==> src/rtl/rxb_pkg.sv <==
package rxb_pkg;
  localparam int NSLOT  = 8;
  localparam int SLOT_W = $clog2(NSLOT);

  typedef logic [SLOT_W-1:0] slot_t;

  typedef enum logic [3:0] {
    RA_CUR   = 4'd0,
    RA_VALID = 4'd1,
    RA_SEL   = 4'd2,
    RA_INFO  = 4'd3,
    RA_LEN   = 4'd4,
    RA_START = 4'd5,
    RA_HEAD  = 4'd6,
    RA_TAIL  = 4'd7,
    RA_FSTA  = 4'd8,
    RA_CTRL  = 4'd9,
    RA_DATA  = 4'd10
  } reg_addr_e;

  // first set bit of v, scanning upward from index 'from' with wrap-around
  function automatic slot_t oldest_slot(input logic [NSLOT-1:0] v, input slot_t from);
    slot_t r;
    slot_t k;
    logic  hit;
    r   = from;
    hit = 1'b0;
    for (int i = 0; i < NSLOT; i++) begin
      k = slot_t'(int'(from) + i);
      if (!hit && v[k]) begin
        r   = k;
        hit = 1'b1;
      end
    end
    return r;
  endfunction
endpackage

==> src/rtl/rxb_wr_ctl.sv <==
module rxb_wr_ctl #(
  parameter  int ADDR_W = 6,
  localparam int PTR_W  = ADDR_W + 1
) (
  input  logic              clk,
  input  logic              rst_n,
  input  logic              in_valid,
  input  logic              in_sop,
  input  logic              in_eop,
  input  logic [7:0]        in_data,
  input  logic [PTR_W-1:0]  base,
  input  logic              slot_busy,
  output logic              mem_we,
  output logic [ADDR_W-1:0] mem_waddr,
  output logic [7:0]        mem_wdata,
  output logic              commit,
  output logic [PTR_W-1:0]  commit_len,
  output logic [PTR_W-1:0]  ct_q,
  output logic              space_live,
  output logic              space_refused,
  output logic              slot_refused
);
  localparam int DEPTH = 1 << ADDR_W;
  localparam logic [PTR_W-1:0] FULL_CNT = PTR_W'(DEPTH);

  logic [PTR_W-1:0] wp_q, wp_n, ct_n, wp_eff, used_eff, used;
  logic             busy_q, busy_n, drop_q, drop_n;
  logic             take, no_room, slot_block, accept, refused;

  always_comb begin
    wp_eff        = in_sop ? ct_q : wp_q;
    used_eff      = wp_eff - base;
    used          = wp_q - base;
    space_live    = (used == FULL_CNT);
    take          = in_valid && (in_sop || (busy_q && !drop_q));
    no_room       = (used_eff == FULL_CNT);
    slot_block    = slot_busy && (in_sop || in_eop);
    accept        = take && !no_room && !slot_block;
    refused       = take && !accept;
    space_refused = refused && no_room;
    slot_refused  = refused && !no_room;
    mem_we        = accept;
    mem_waddr     = wp_eff[ADDR_W-1:0];
    mem_wdata     = in_data;
    commit        = accept && in_eop;
    commit_len    = wp_eff + PTR_W'(1) - ct_q;
  end

  always_comb begin
    wp_n   = wp_q;
    ct_n   = ct_q;
    busy_n = busy_q;
    drop_n = drop_q;
    if (in_valid) begin
      if (in_sop) begin
        busy_n = 1'b1;
        drop_n = 1'b0;
      end
      if (accept) begin
        wp_n = wp_eff + PTR_W'(1);
      end else if (refused) begin
        wp_n   = ct_q;
        drop_n = 1'b1;
      end
      if (in_eop) begin
        busy_n = 1'b0;
        drop_n = 1'b0;
        if (commit) ct_n = wp_eff + PTR_W'(1);
        else        wp_n = ct_q;
      end
    end
  end

  always_ff @(posedge clk or negedge rst_n) begin
    if (!rst_n) begin
      wp_q   <= '0;
      ct_q   <= '0;
      busy_q <= 1'b0;
      drop_q <= 1'b0;
    end else begin
      wp_q   <= wp_n;
      ct_q   <= ct_n;
      busy_q <= busy_n;
      drop_q <= drop_n;
    end
  end

  a_r9_used_bound: assert property (@(posedge clk) disable iff (!rst_n)
    used <= FULL_CNT);
  a_r7_drop_rollback: assert property (@(posedge clk) disable iff (!rst_n)
    (in_valid && in_eop && !commit) |=> (wp_q == ct_q));
  a_r3_tail_moves_on_commit: assert property (@(posedge clk) disable iff (!rst_n)
    !commit |=> $stable(ct_q));
endmodule

==> src/rtl/rxb_desc_tbl.sv <==
module rxb_desc_tbl
  import rxb_pkg::*;
#(
  parameter int PTR_W = 7
) (
  input  logic                        clk,
  input  logic                        rst_n,
  input  logic                        commit,
  input  logic [PTR_W-1:0]            commit_start,
  input  logic [PTR_W-1:0]            commit_len,
  input  logic [7:0]                  commit_info,
  input  logic [NSLOT-1:0]            clr_mask,
  output logic [NSLOT-1:0]            valid_q,
  output logic [NSLOT-1:0]            valid_n,
  output slot_t                       wslot_q,
  output slot_t                       wslot_n,
  output logic [NSLOT-1:0][PTR_W-1:0] start_q,
  output logic [NSLOT-1:0][PTR_W-1:0] len_q,
  output logic [NSLOT-1:0][7:0]       info_q
);
  logic [NSLOT-1:0] set_mask;

  always_comb begin
    set_mask = '0;
    if (commit) set_mask[wslot_q] = 1'b1;
    valid_n = (valid_q & ~clr_mask) | set_mask;
    wslot_n = commit ? slot_t'(wslot_q + slot_t'(1)) : wslot_q;
  end

  always_ff @(posedge clk or negedge rst_n) begin
    if (!rst_n) begin
      valid_q <= '0;
      wslot_q <= '0;
    end else begin
      valid_q <= valid_n;
      wslot_q <= wslot_n;
    end
  end

  always_ff @(posedge clk or negedge rst_n) begin
    if (!rst_n) begin
      start_q <= '0;
      len_q   <= '0;
      info_q  <= '0;
    end else begin
      for (int i = 0; i < NSLOT; i++) begin
        if (set_mask[i]) begin
          start_q[i] <= commit_start;
          len_q[i]   <= commit_len;
          info_q[i]  <= commit_info;
        end
      end
    end
  end

  a_r2_commit_free_slot: assert property (@(posedge clk) disable iff (!rst_n)
    commit |-> !valid_q[wslot_q]);
  a_r2_commit_sets_valid: assert property (@(posedge clk) disable iff (!rst_n)
    commit |=> valid_q[$past(wslot_q)]);
  a_r8_clear_all: assert property (@(posedge clk) disable iff (!rst_n)
    (&clr_mask && !commit) |=> (valid_q == '0));
endmodule

==> src/rtl/rxb_host_regs.sv <==
module rxb_host_regs
  import rxb_pkg::*;
#(
  parameter  int ADDR_W = 6,
  localparam int PTR_W  = ADDR_W + 1
) (
  input  logic                        clk,
  input  logic                        rst_n,
  input  logic [3:0]                  host_addr,
  input  logic                        host_wr,
  input  logic                        host_rd,
  input  logic [7:0]                  host_wdata,
  output logic [7:0]                  host_rdata,
  input  logic [NSLOT-1:0]            valid_q,
  input  logic [NSLOT-1:0]            valid_n,
  input  slot_t                       wslot_n,
  input  logic [NSLOT-1:0][PTR_W-1:0] start_q,
  input  logic [NSLOT-1:0][PTR_W-1:0] len_q,
  input  logic [NSLOT-1:0][7:0]       info_q,
  input  logic [PTR_W-1:0]            ct_q,
  input  logic                        space_live,
  input  logic                        space_refused,
  input  logic                        slot_refused,
  input  logic [7:0]                  mem_rdata,
  output logic [NSLOT-1:0]            clr_mask,
  output logic [ADDR_W-1:0]           head_q,
  output logic                        full_irq
);
  slot_t             cur_q, cur_n, sel_q, sel_n, cur_sel, tgt;
  logic [ADDR_W-1:0] head_n, tgt_start, sel_start;
  logic [1:0]        fsta_q, fsta_n;
  logic              is_ctrl, clear_all, disc, cur_wr, sel_wr, auto_rd;

  always_comb begin
    is_ctrl   = host_wr && (host_addr == RA_CTRL);
    clear_all = is_ctrl && host_wdata[0];
    disc      = is_ctrl && host_wdata[1];
    cur_wr    = host_wr && (host_addr == RA_CUR);
    sel_wr    = host_wr && (host_addr == RA_SEL);
    auto_rd   = host_rd && (host_addr == RA_DATA);

    clr_mask = '0;
    if (clear_all)  clr_mask = '1;
    else if (disc)  clr_mask[cur_q] = 1'b1;

    cur_sel   = cur_wr ? host_wdata[SLOT_W-1:0] : cur_q;
    tgt       = oldest_slot(valid_n, wslot_n);
    // a slot committed this very cycle starts at the old committed tail
    tgt_start = valid_q[tgt]     ? start_q[tgt][ADDR_W-1:0]     : ct_q[ADDR_W-1:0];
    sel_start = valid_q[cur_sel] ? start_q[cur_sel][ADDR_W-1:0] : ct_q[ADDR_W-1:0];

    cur_n  = cur_sel;
    head_n = head_q;
    if (!valid_n[cur_sel]) begin
      if (|valid_n) begin
        cur_n  = tgt;
        head_n = tgt_start;
      end else begin
        head_n = ct_q[ADDR_W-1:0];
      end
    end else if (cur_wr) begin
      head_n = sel_start;
    end else if (auto_rd) begin
      head_n = head_q + ADDR_W'(1);
    end

    sel_n  = sel_wr ? host_wdata[SLOT_W-1:0] : sel_q;
    fsta_n = (clear_all || disc) ? 2'b00
           : (fsta_q | {(&valid_n) || slot_refused, space_live || space_refused});
    full_irq = |fsta_q;
  end

  always_comb begin
    case (host_addr)
      RA_CUR:   host_rdata = 8'(cur_q);
      RA_VALID: host_rdata = 8'(valid_q);
      RA_SEL:   host_rdata = 8'(sel_q);
      RA_INFO:  host_rdata = info_q[sel_q];
      RA_LEN:   host_rdata = 8'(len_q[sel_q]);
      RA_START: host_rdata = 8'(start_q[sel_q][ADDR_W-1:0]);
      RA_HEAD:  host_rdata = 8'(head_q);
      RA_TAIL:  host_rdata = 8'(ct_q[ADDR_W-1:0]);
      RA_FSTA:  host_rdata = 8'(fsta_q);
      RA_DATA:  host_rdata = mem_rdata;
      default:  host_rdata = 8'h00;
    endcase
  end

  always_ff @(posedge clk or negedge rst_n) begin
    if (!rst_n) begin
      cur_q  <= '0;
      sel_q  <= '0;
      head_q <= '0;
      fsta_q <= '0;
    end else begin
      cur_q  <= cur_n;
      sel_q  <= sel_n;
      head_q <= head_n;
      fsta_q <= fsta_n;
    end
  end

  a_r5_discard_frees: assert property (@(posedge clk) disable iff (!rst_n)
    (disc && valid_q[cur_q]) |=> !valid_q[$past(cur_q)]);
  a_r6_space_sticky: assert property (@(posedge clk) disable iff (!rst_n)
    (space_live && !clear_all && !disc) |=> fsta_q[0]);
  a_r6_slot_sticky: assert property (@(posedge clk) disable iff (!rst_n)
    (slot_refused && !clear_all && !disc) |=> fsta_q[1]);
  a_r4_head_step: assert property (@(posedge clk) disable iff (!rst_n)
    (auto_rd && !cur_wr && valid_n[cur_q]) |=> (head_q == $past(head_q) + ADDR_W'(1)));
endmodule

==> src/rtl/rxb_pkt_store.sv <==
module rxb_pkt_store
  import rxb_pkg::*;
#(
  parameter int ADDR_W = 6
) (
  input  logic       clk,
  input  logic       rst_n,
  input  logic       in_valid,
  input  logic       in_sop,
  input  logic       in_eop,
  input  logic [7:0] in_data,
  input  logic [7:0] in_info,
  input  logic [3:0] host_addr,
  input  logic       host_wr,
  input  logic       host_rd,
  input  logic [7:0] host_wdata,
  output logic [7:0] host_rdata,
  output logic       full_irq
);
  localparam int PTR_W = ADDR_W + 1;
  localparam int DEPTH = 1 << ADDR_W;

  logic [1:0]                  rsync_q;
  logic                        rst_int_n;
  logic [7:0]                  mem [DEPTH];
  logic                        mem_we;
  logic [ADDR_W-1:0]           mem_waddr, head_q;
  logic [7:0]                  mem_wdata, mem_rdata;
  logic                        commit, space_live, space_refused, slot_refused;
  logic [PTR_W-1:0]            commit_len, ct_q, base;
  logic [NSLOT-1:0]            valid_q, valid_n, clr_mask;
  slot_t                       wslot_q, wslot_n, oldest;
  logic [NSLOT-1:0][PTR_W-1:0] start_q, len_q;
  logic [NSLOT-1:0][7:0]       info_q;

  always_ff @(posedge clk or negedge rst_n) begin
    if (!rst_n) rsync_q <= 2'b00;
    else        rsync_q <= {rsync_q[0], 1'b1};
  end
  assign rst_int_n = rsync_q[1];

  always_ff @(posedge clk) begin
    if (mem_we) mem[mem_waddr] <= mem_wdata;
  end
  assign mem_rdata = mem[head_q];

  // space is held from the start of the oldest stored packet
  always_comb begin
    oldest = oldest_slot(valid_q, wslot_q);
    base   = (|valid_q) ? start_q[oldest] : ct_q;
  end

  rxb_wr_ctl #(.ADDR_W(ADDR_W)) i_wr (
    .clk(clk), .rst_n(rst_int_n),
    .in_valid(in_valid), .in_sop(in_sop), .in_eop(in_eop), .in_data(in_data),
    .base(base), .slot_busy(valid_q[wslot_q]),
    .mem_we(mem_we), .mem_waddr(mem_waddr), .mem_wdata(mem_wdata),
    .commit(commit), .commit_len(commit_len), .ct_q(ct_q),
    .space_live(space_live), .space_refused(space_refused), .slot_refused(slot_refused)
  );

  rxb_desc_tbl #(.PTR_W(PTR_W)) i_tbl (
    .clk(clk), .rst_n(rst_int_n),
    .commit(commit), .commit_start(ct_q), .commit_len(commit_len), .commit_info(in_info),
    .clr_mask(clr_mask), .valid_q(valid_q), .valid_n(valid_n),
    .wslot_q(wslot_q), .wslot_n(wslot_n),
    .start_q(start_q), .len_q(len_q), .info_q(info_q)
  );

  rxb_host_regs #(.ADDR_W(ADDR_W)) i_regs (
    .clk(clk), .rst_n(rst_int_n),
    .host_addr(host_addr), .host_wr(host_wr), .host_rd(host_rd),
    .host_wdata(host_wdata), .host_rdata(host_rdata),
    .valid_q(valid_q), .valid_n(valid_n), .wslot_n(wslot_n),
    .start_q(start_q), .len_q(len_q), .info_q(info_q), .ct_q(ct_q),
    .space_live(space_live), .space_refused(space_refused), .slot_refused(slot_refused),
    .mem_rdata(mem_rdata), .clr_mask(clr_mask), .head_q(head_q), .full_irq(full_irq)
  );
endmodule

==> config.mk <==
export PLATFORM = sky130hd
export DESIGN_NAME = rxb_pkt_store
export DESIGN_NICKNAME = d
export VERILOG_FILES = /design/src/rtl/rxb_pkg.sv /design/src/rtl/rxb_wr_ctl.sv /design/src/rtl/rxb_desc_tbl.sv /design/src/rtl/rxb_host_regs.sv /design/src/rtl/rxb_pkt_store.sv
export SDC_FILE = /design/constraint.sdc
export NUM_CORES = 1
export LEC_CHECK = 0
export CELL_PAD_IN_SITES_DETAIL_PLACEMENT = 1
export CELL_PAD_IN_SITES_GLOBAL_PLACEMENT = 1
export CORE_MARGIN = 2
export CORE_UTILIZATION = 54
export CTS_BUF_LIST = sky130_fd_sc_hd__clkbuf_4 sky130_fd_sc_hd__clkbuf_8 sky130_fd_sc_hd__clkbuf_16
export DETAILED_ROUTE_END_ITERATION = 6
export MAX_ROUTING_LAYER = met4
export PLACE_DENSITY_LB_ADDON = 0.05
export SYNTH_ARGS = -nofsm -noshare
export SYNTH_HDL_FRONTEND = slang
export SYNTH_SLANG_ARGS = --single-unit
==> constraint.sdc <==
create_clock -name clk -period 8.87 [get_ports clk]
set_input_delay 1.3305 -clock clk [delete_from_list [all_inputs] [get_ports clk]]
set_output_delay 1.3305 -clock clk [all_outputs]
set_load 0.005 [all_outputs]
==> After elaboration in Yosys (flattened, before gate mapping) <==
Memory sizes are Yosys's and may differ from the RTL's.
Index checks and enable logic that the tools add are counted.
{ "totals": {"romBits": 0, "register_bits": 219, "latch_bits": 0, "ram_bits": 512, "memories": 1} }
{ "memory_table": {"columns": ["name", "words", "word_bits", "rd", "rd_clocked_by_memory_dff", "write_ports", "line", "rtl"], "rows": [
  ["mem", 64, 8, 1, 0, 1, "rxb_pkt_store.sv:25", "logic [7:0] mem [DEPTH];"]
]} }
{ "op_classes": {"eq_ne": 13, "multipliers": 0, "div": 0, "reduce_logical": 62, "n_bitwise": 4, "shifts": 0, "muxes": 111, "order_cmp": 23, "addsub": 20} }
{ "op_table": {"columns": ["operator", "n"], "rows": [
  ["7-bit binary-select mux with 3-bit select", 5],
  ["3-bit by 4-bit less-than comparator with 1-bit output (second input constant)", 21],
  ["8-bit one-hot mux with 10 select lines", 1],
  ["1-bit binary-select mux with 3-bit select", 19],
  ["7-bit 2-to-1 mux", 8],
  ["3-bit 2-to-1 mux", 18],
  ["6-bit 2-to-1 mux", 9],
  ["1-bit 2-to-1 mux", 43],
  ["8-bit 2-to-1 mux", 4],
  ["1-bit logical AND", 31],
  ["3-bit adder (second input constant)", 8],
  ["8-bit binary-select mux with 3-bit select", 1],
  ["7-bit subtractor", 3],
  ["1-bit zero test", 18],
  ["4-bit by 3-bit == test with 1-bit output (second input constant)", 4],
  ["8-bit OR reduction", 2],
  ["7-bit == test (second input constant)", 2],
  ["3-bit by 2-bit adder with 3-bit output (second input constant)", 4],
  ["4-bit == test (second input constant)", 3],
  ["3-bit by 1-bit adder with 3-bit output (second input constant)", 3],
  ["8-bit bitwise AND", 1],
  ["4-bit by 2-bit == test with 1-bit output (second input constant)", 2],
  ["8-bit NOT", 1],
  ["8-bit bitwise OR", 1],
  ["15 further kinds", 21]
]} }

==> Depth between registers and ports, before layout <==
{ "logic_depth": {"word_depth": 64, "depth_mapped": 45, "mapped_depth_nobuf": 37} }

==> By module <==
A second synthesis with hierarchy kept.
{ "unflattened": {"hier_cells": 2250, "area_unflattened_um2": 35112.4} }
{ "modules_own_cells": {"columns": ["mod", "n_inst", "cells_per_inst", "seq_area_each_um2", "area_each_um2"], "rows": [
  ["rxb_pkt_store", 1, 998, 15424.8, 21252.9],
  ["rxb_desc_tbl", 1, 414, 4679.5, 7010.5],
  ["rxb_host_regs", 1, 624, 350.3, 5024.8],
  ["rxb_wr_ctl", 1, 214, 400.4, 1824.2]
]} }

==> Least setup slack after synthesis <==
No wires, ideal clock.
{ "synth_timing": {"path_kind": "flip-flop to flip-flop", "start": "register i_tbl.wslot_q[0]", "end": "register i_regs.head_q[2]", "setup_time_ps": 141, "arrival_ps": 10807, "path_stages_with_launch": 43, "t_required_ps": 8729, "path_slack_ps": -2078, "cell_sequence": "dfrtp_1 -> buf_6 -> buf_8 -> clkbuf_1 -> inv_2 -> ha_1 -> clkbuf_1 -> mux4_1 -> mux2i_1 -> nor2_1 -> o21ai_0 -> o211ai_2 -> xnor2_1 -> clkbuf_1 -> mux4_2 -> mux2i_1 -> nand2_1 -> o21ai_0 -> [7 not listed] -> a211oi_1 -> mux2i_1 -> nand3_1 -> buf_2 -> mux2i_1 -> clkbuf_1 -> ha_1 -> clkbuf_1 -> clkbuf_1 -> mux2i_1 -> nand4_1 -> a311o_1 -> o221a_2 -> a2bb2oi_1 -> buf_2 -> mux4_2 -> mux2i_1 -> a31oi_1"} }
{ "synth_between": {"elab_chain_cells": 64} }
{ "synth_lines": {"columns": ["item", "line", "rtl"], "rows": [
  ["start: declaration", "rxb_desc_tbl.sv:15", "output slot_t wslot_q,"],
  ["start signal: assignment", "rxb_desc_tbl.sv:36", "wslot_q <= wslot_n;"],
  ["branches (longest 64 deep; another with 3-bit by 1-bit adder with 3-bit output)", null, null],
  ["end signal: assignment", "rxb_host_regs.sv:98", "head_q <= head_n;"],
  ["end: declaration", "rxb_host_regs.sv:26", "output logic [ADDR_W-1:0] head_q,"]
]} }
Several ways; the timed one is not identified. The select of a mux whose other input is x is not followed.
A chain may end at the register's enable or synchronous reset.

==> Worst setup path in the final report <==
{ "layout_timing": {"start": "register i_tbl.wslot_q[0]", "end": "register i_regs.head_q[0]"} }
The elaborated chain is that of the path after synthesis.

==> impl_results.md <==
* Number of fill cells in the layout at approximately 5700
* Seq. cell area at about 21000 um2
* Gpl congestion at just under 0.9
* Initial antenna violation count at 1
* Area Overhead vs Synth at 15.95%
* Max-capacitance violation count at 0
* PnR worst setup slack at -0.06818 ns
* Syn_nets at about 2300
* Ys flop type: edfxtp_1
* CP max stage cell: mux4_2
* TritonCTS buffer count at 76
* Crit Path Category: register to register
* Post-synth cell types at 90
* Layout cells sized above 1 at between 30% and 40%
* DRC Markers at 4
* Clock Pin Slew Worst Setup and Hold Paths at approximately 0.060 ns
* Die H at about 260 um
* Fin nets at between 2000 and 3000
* H-tree Lvls at 3
* Clock root cell: clkbuf_16
* Max clock buf depth at 3
* First-pass DRT Iterations at 7
* Final Hold Fails at 0
* DRT antenna net count at 0
* Die X at ~260 um
* Site row count at between 90 and 100
* Tot Pwr at roughly 18 mW
* Busiest grt layer: met2
* HP Class: register to register
* Post-place setup slack at -0.5609 ns
* Synthesized area at about 35000 um2
* WL final at approximately 99000 um
* Met2 global-route usage at 51.12%
* PortBufs at 38
* Vias at about 22000
* P per Cell Area at ~460 nW/um2
* Number of flops mapped to enable cells by yosys at a little over 500
* Peak VDD IR at roughly 0.00038 V
* Placeable Area at roughly 64000 um2
* Overflow after GRT at 0
* Post-DP HPWL at roughly 64000 um
* Starting Density at 54.26%
* Routing usage on met1 at between 40% and 50%
* Worst Hold Margin at ~0.36 ns
* Family with the most delay on the worst path: multiplexers
* Clock sinks at 731
* Die area at around 66000 um2
* Hold Path Cell Cnt at 0
* First-pass GRT wire length at around 150000 um
* Number of global-route vias before repair at roughly 23000
* Slew of the pin with the lowest slew margin at ~1.3 ns
* WP data arrival at 9.38 ns
* Leakage power at 14.76 nW
* Final core utilization at 62.92%
* Routed WL per cell at a little under 30 um
* Critical path depth at 38
* Ports at 44
* Syn_area_per_cell at between 15 and 20 um2
* Fmax achieved at 111.9 MHz
* Hold bufs inserted after CTS at 0
* Register bit total from synthesis at around 730
* Rel. slew slack at between 10% and 20%
* Slowest cell delay on critical path at approximately 0.57 ns
* Minimum clock period at 8.938 ns
* Crit Path Max Fanout at 8
* R2R depth at 38
* Mapped Cells at 2270
* Skew final at slightly above 0.02 ns
* Largest net degree at the start of global routing at just over 100
* GR Util All Layers at approximately 31%
* 1st-iter DRT viols at roughly 2300
* Register area share after synthesis at between 50% and 60%
* Final period utilization at 100.8%
* Synth warn at 0
* Met3 Use GR at about 3.6%
* Worst skew pair latency at approximately 0.63 ns
* Buf+Inv Stages, Crit Path at 6
* CTS tree: done
* Share of flip-flops with an asynchronous set or reset at between 20 and 30%
* Failing checks: DRC, setup timing
* Via density at roughly 6.5
* Setup_tns at -0.1336 ns
* RSZ-0062 raised after global routing: yes
* Slew Limit Fails at 0
* Status: finished with violations
* Data required, critical path at between 9 and 10 ns
* CP Launch Type: register
* Crit end category: register
* Area taken by multi-input logic gates at between 10000 and 15000 um2
* Final Setup Violations at 3
-- state kept, by name (all words and copies together) (netlist names), 3 cells and up --
register       cells
i_regs.cur_q       3
i_wr.ct_q          7
i_tbl.len_q       56
i_regs.head_q      6
i_tbl.info_q      64
i_tbl.wslot_q      3
i_regs.sel_q       3
mem              512
i_tbl.start_q     56
i_wr.wp_q          7
i_tbl.valid_q      8
-- power breakdown --
group          leakage (nW)  internal, mW  switching (mW)
logic                  6.04          5.01            5.50
registers              7.43          4.12           0.539
clock network          1.28          1.95            1.34
total                  14.8          11.1            7.38
-- path summary, 6_finish.rpt --
check                                  from                to  slack [ns]
max                        i_tbl.wslot_q[0]  i_regs.head_q[0]       -0.07
min                              rsync_q[0]        rsync_q[1]        0.36
min reg2reg                      rsync_q[0]        rsync_q[1]        0.36
min in group asynchronous        rsync_q[1]  i_tbl.info_q[28]        0.42
max in group asynchronous        rsync_q[1]  i_regs.head_q[1]        6.75
max reg2reg                i_tbl.wslot_q[0]  i_regs.head_q[0]       -0.07
-- through the flow --
step,cells,area [um2]
floorplan,2270,35040
global placement,3214,37370
detailed placement,3214,37370
CTS,3355,40150
global route,3364,40340
finish,3364,40340
-- final cells by class --
cell class	instances	share of cell area, %
Antenna cell	1	0.006203
Clock buffer	98	5.319
Clock inverter	37	1.107
Inverter	39	0.4125
Multi-Input combinational cell	1359	33.74
Sequential cell	731	51.74
Tap cell	855	2.652
Timing Repair Buffer	244	5.025
-- placed cells by master (no fill, tap or decap), types with 14 or more instances in the layout --
master / instances
a21oi_1: 44
clkinv_1: 24
and2_1: 14
buf_4: 192
edfxtp_1: 512
xnor2_1: 19
nand2_1: 213
inv_1: 24
o21ai_0: 112
a31oi_1: 27
dfrtp_1: 212
nor3_1: 20
nor2_1: 129
mux2_2: 120
clkbuf_16: 79
nand3_1: 31
mux2i_1: 78
mux4_2: 256
clkdlybuf4s50_1: 30
ha_1: 23
a211oi_1: 16
o22ai_1: 17
-- cell families after synthesis --
| family | after synthesis | synth area share (%) |
|---|---|---|
| AO/OA/AOI/OAI | 345 | 6.491 |
| other | 1 | 0.01078 |
| adder cells (fa/ha/maj) | 30 | 1.100 |
| buffers and inverters | 181 | 2.125 |
| multiplexers | 469 | 23.34 |
| flip-flops | 731 | 59.94 |
| AND/OR/NAND/NOR | 483 | 6.085 |
| XOR/XNOR | 30 | 0.9026 |
-- cells in the mapped netlist (4+ instances only) --
| cell type | number | area share (%) |
|---|---|---|
| a22o_1 | 6 | 0.15 |
| o31ai_2 | 4 | 0.14 |
| nor3_1 | 20 | 0.29 |
| dfrtp_1 | 219 | 16 |
| xnor2_1 | 23 | 0.58 |
| nor2b_1 | 11 | 0.20 |
| buf_6 | 4 | 0.13 |
| o221ai_1 | 9 | 0.23 |
| o31ai_1 | 5 | 0.11 |
| buf_1 | 32 | 0.35 |
| o22ai_1 | 19 | 0.34 |
| or2_2 | 5 | 0.090 |
| o21ai_0 | 120 | 1.7 |
| edfxtp_1 | 512 | 44 |
| o21a_1 | 13 | 0.28 |
| nand4_1 | 11 | 0.20 |
| mux2i_1 | 85 | 2.4 |
| mux4_1 | 7 | 0.53 |
| a31oi_1 | 28 | 0.50 |
| a21oi_1 | 50 | 0.72 |
| a311o_1 | 4 | 0.12 |
| mux2_2 | 120 | 3.9 |
| and2_1 | 15 | 0.27 |
| clkinv_1 | 11 | 0.12 |
| nand3_1 | 36 | 0.52 |
| clkbuf_1 | 96 | 1.0 |
| buf_2 | 5 | 0.072 |
| mux4_2 | 250 | 16 |
| nor2_1 | 133 | 1.4 |
| nand2b_1 | 12 | 0.22 |
| and3_1 | 6 | 0.11 |
| nand2_1 | 215 | 2.3 |
| o311a_1 | 4 | 0.12 |
| a311oi_1 | 4 | 0.10 |
| xor2_1 | 4 | 0.10 |
| a21o_1 | 10 | 0.22 |
| inv_1 | 25 | 0.27 |
| ha_1 | 29 | 1.0 |
| a211oi_1 | 18 | 0.39 |
| nor4_1 | 9 | 0.16 |
| a211o_1 | 4 | 0.10 |
| o211ai_1 | 8 | 0.17 |
-- repair_timing --
action / 4_1_cts / 5_1_grt
pin swaps: 12 / 14
gates resized for setup: 33 / 24
buffers inserted: 5 / 9
cloned: 1 / 1
setup endpoints to repair: 9 / 9
-- routing by layer --
layer / wire (um) / part of all wire [%] / vias up
met5: 0 / 0 / -
met4: 3196 / 3.2 / 0
met3: 5812 / 5.9 / 186
met2: 50150 / 51 / 802
met1: 39520 / 40 / 11455
li1: - / - / 9295
(Power assumes the default switching activity.)
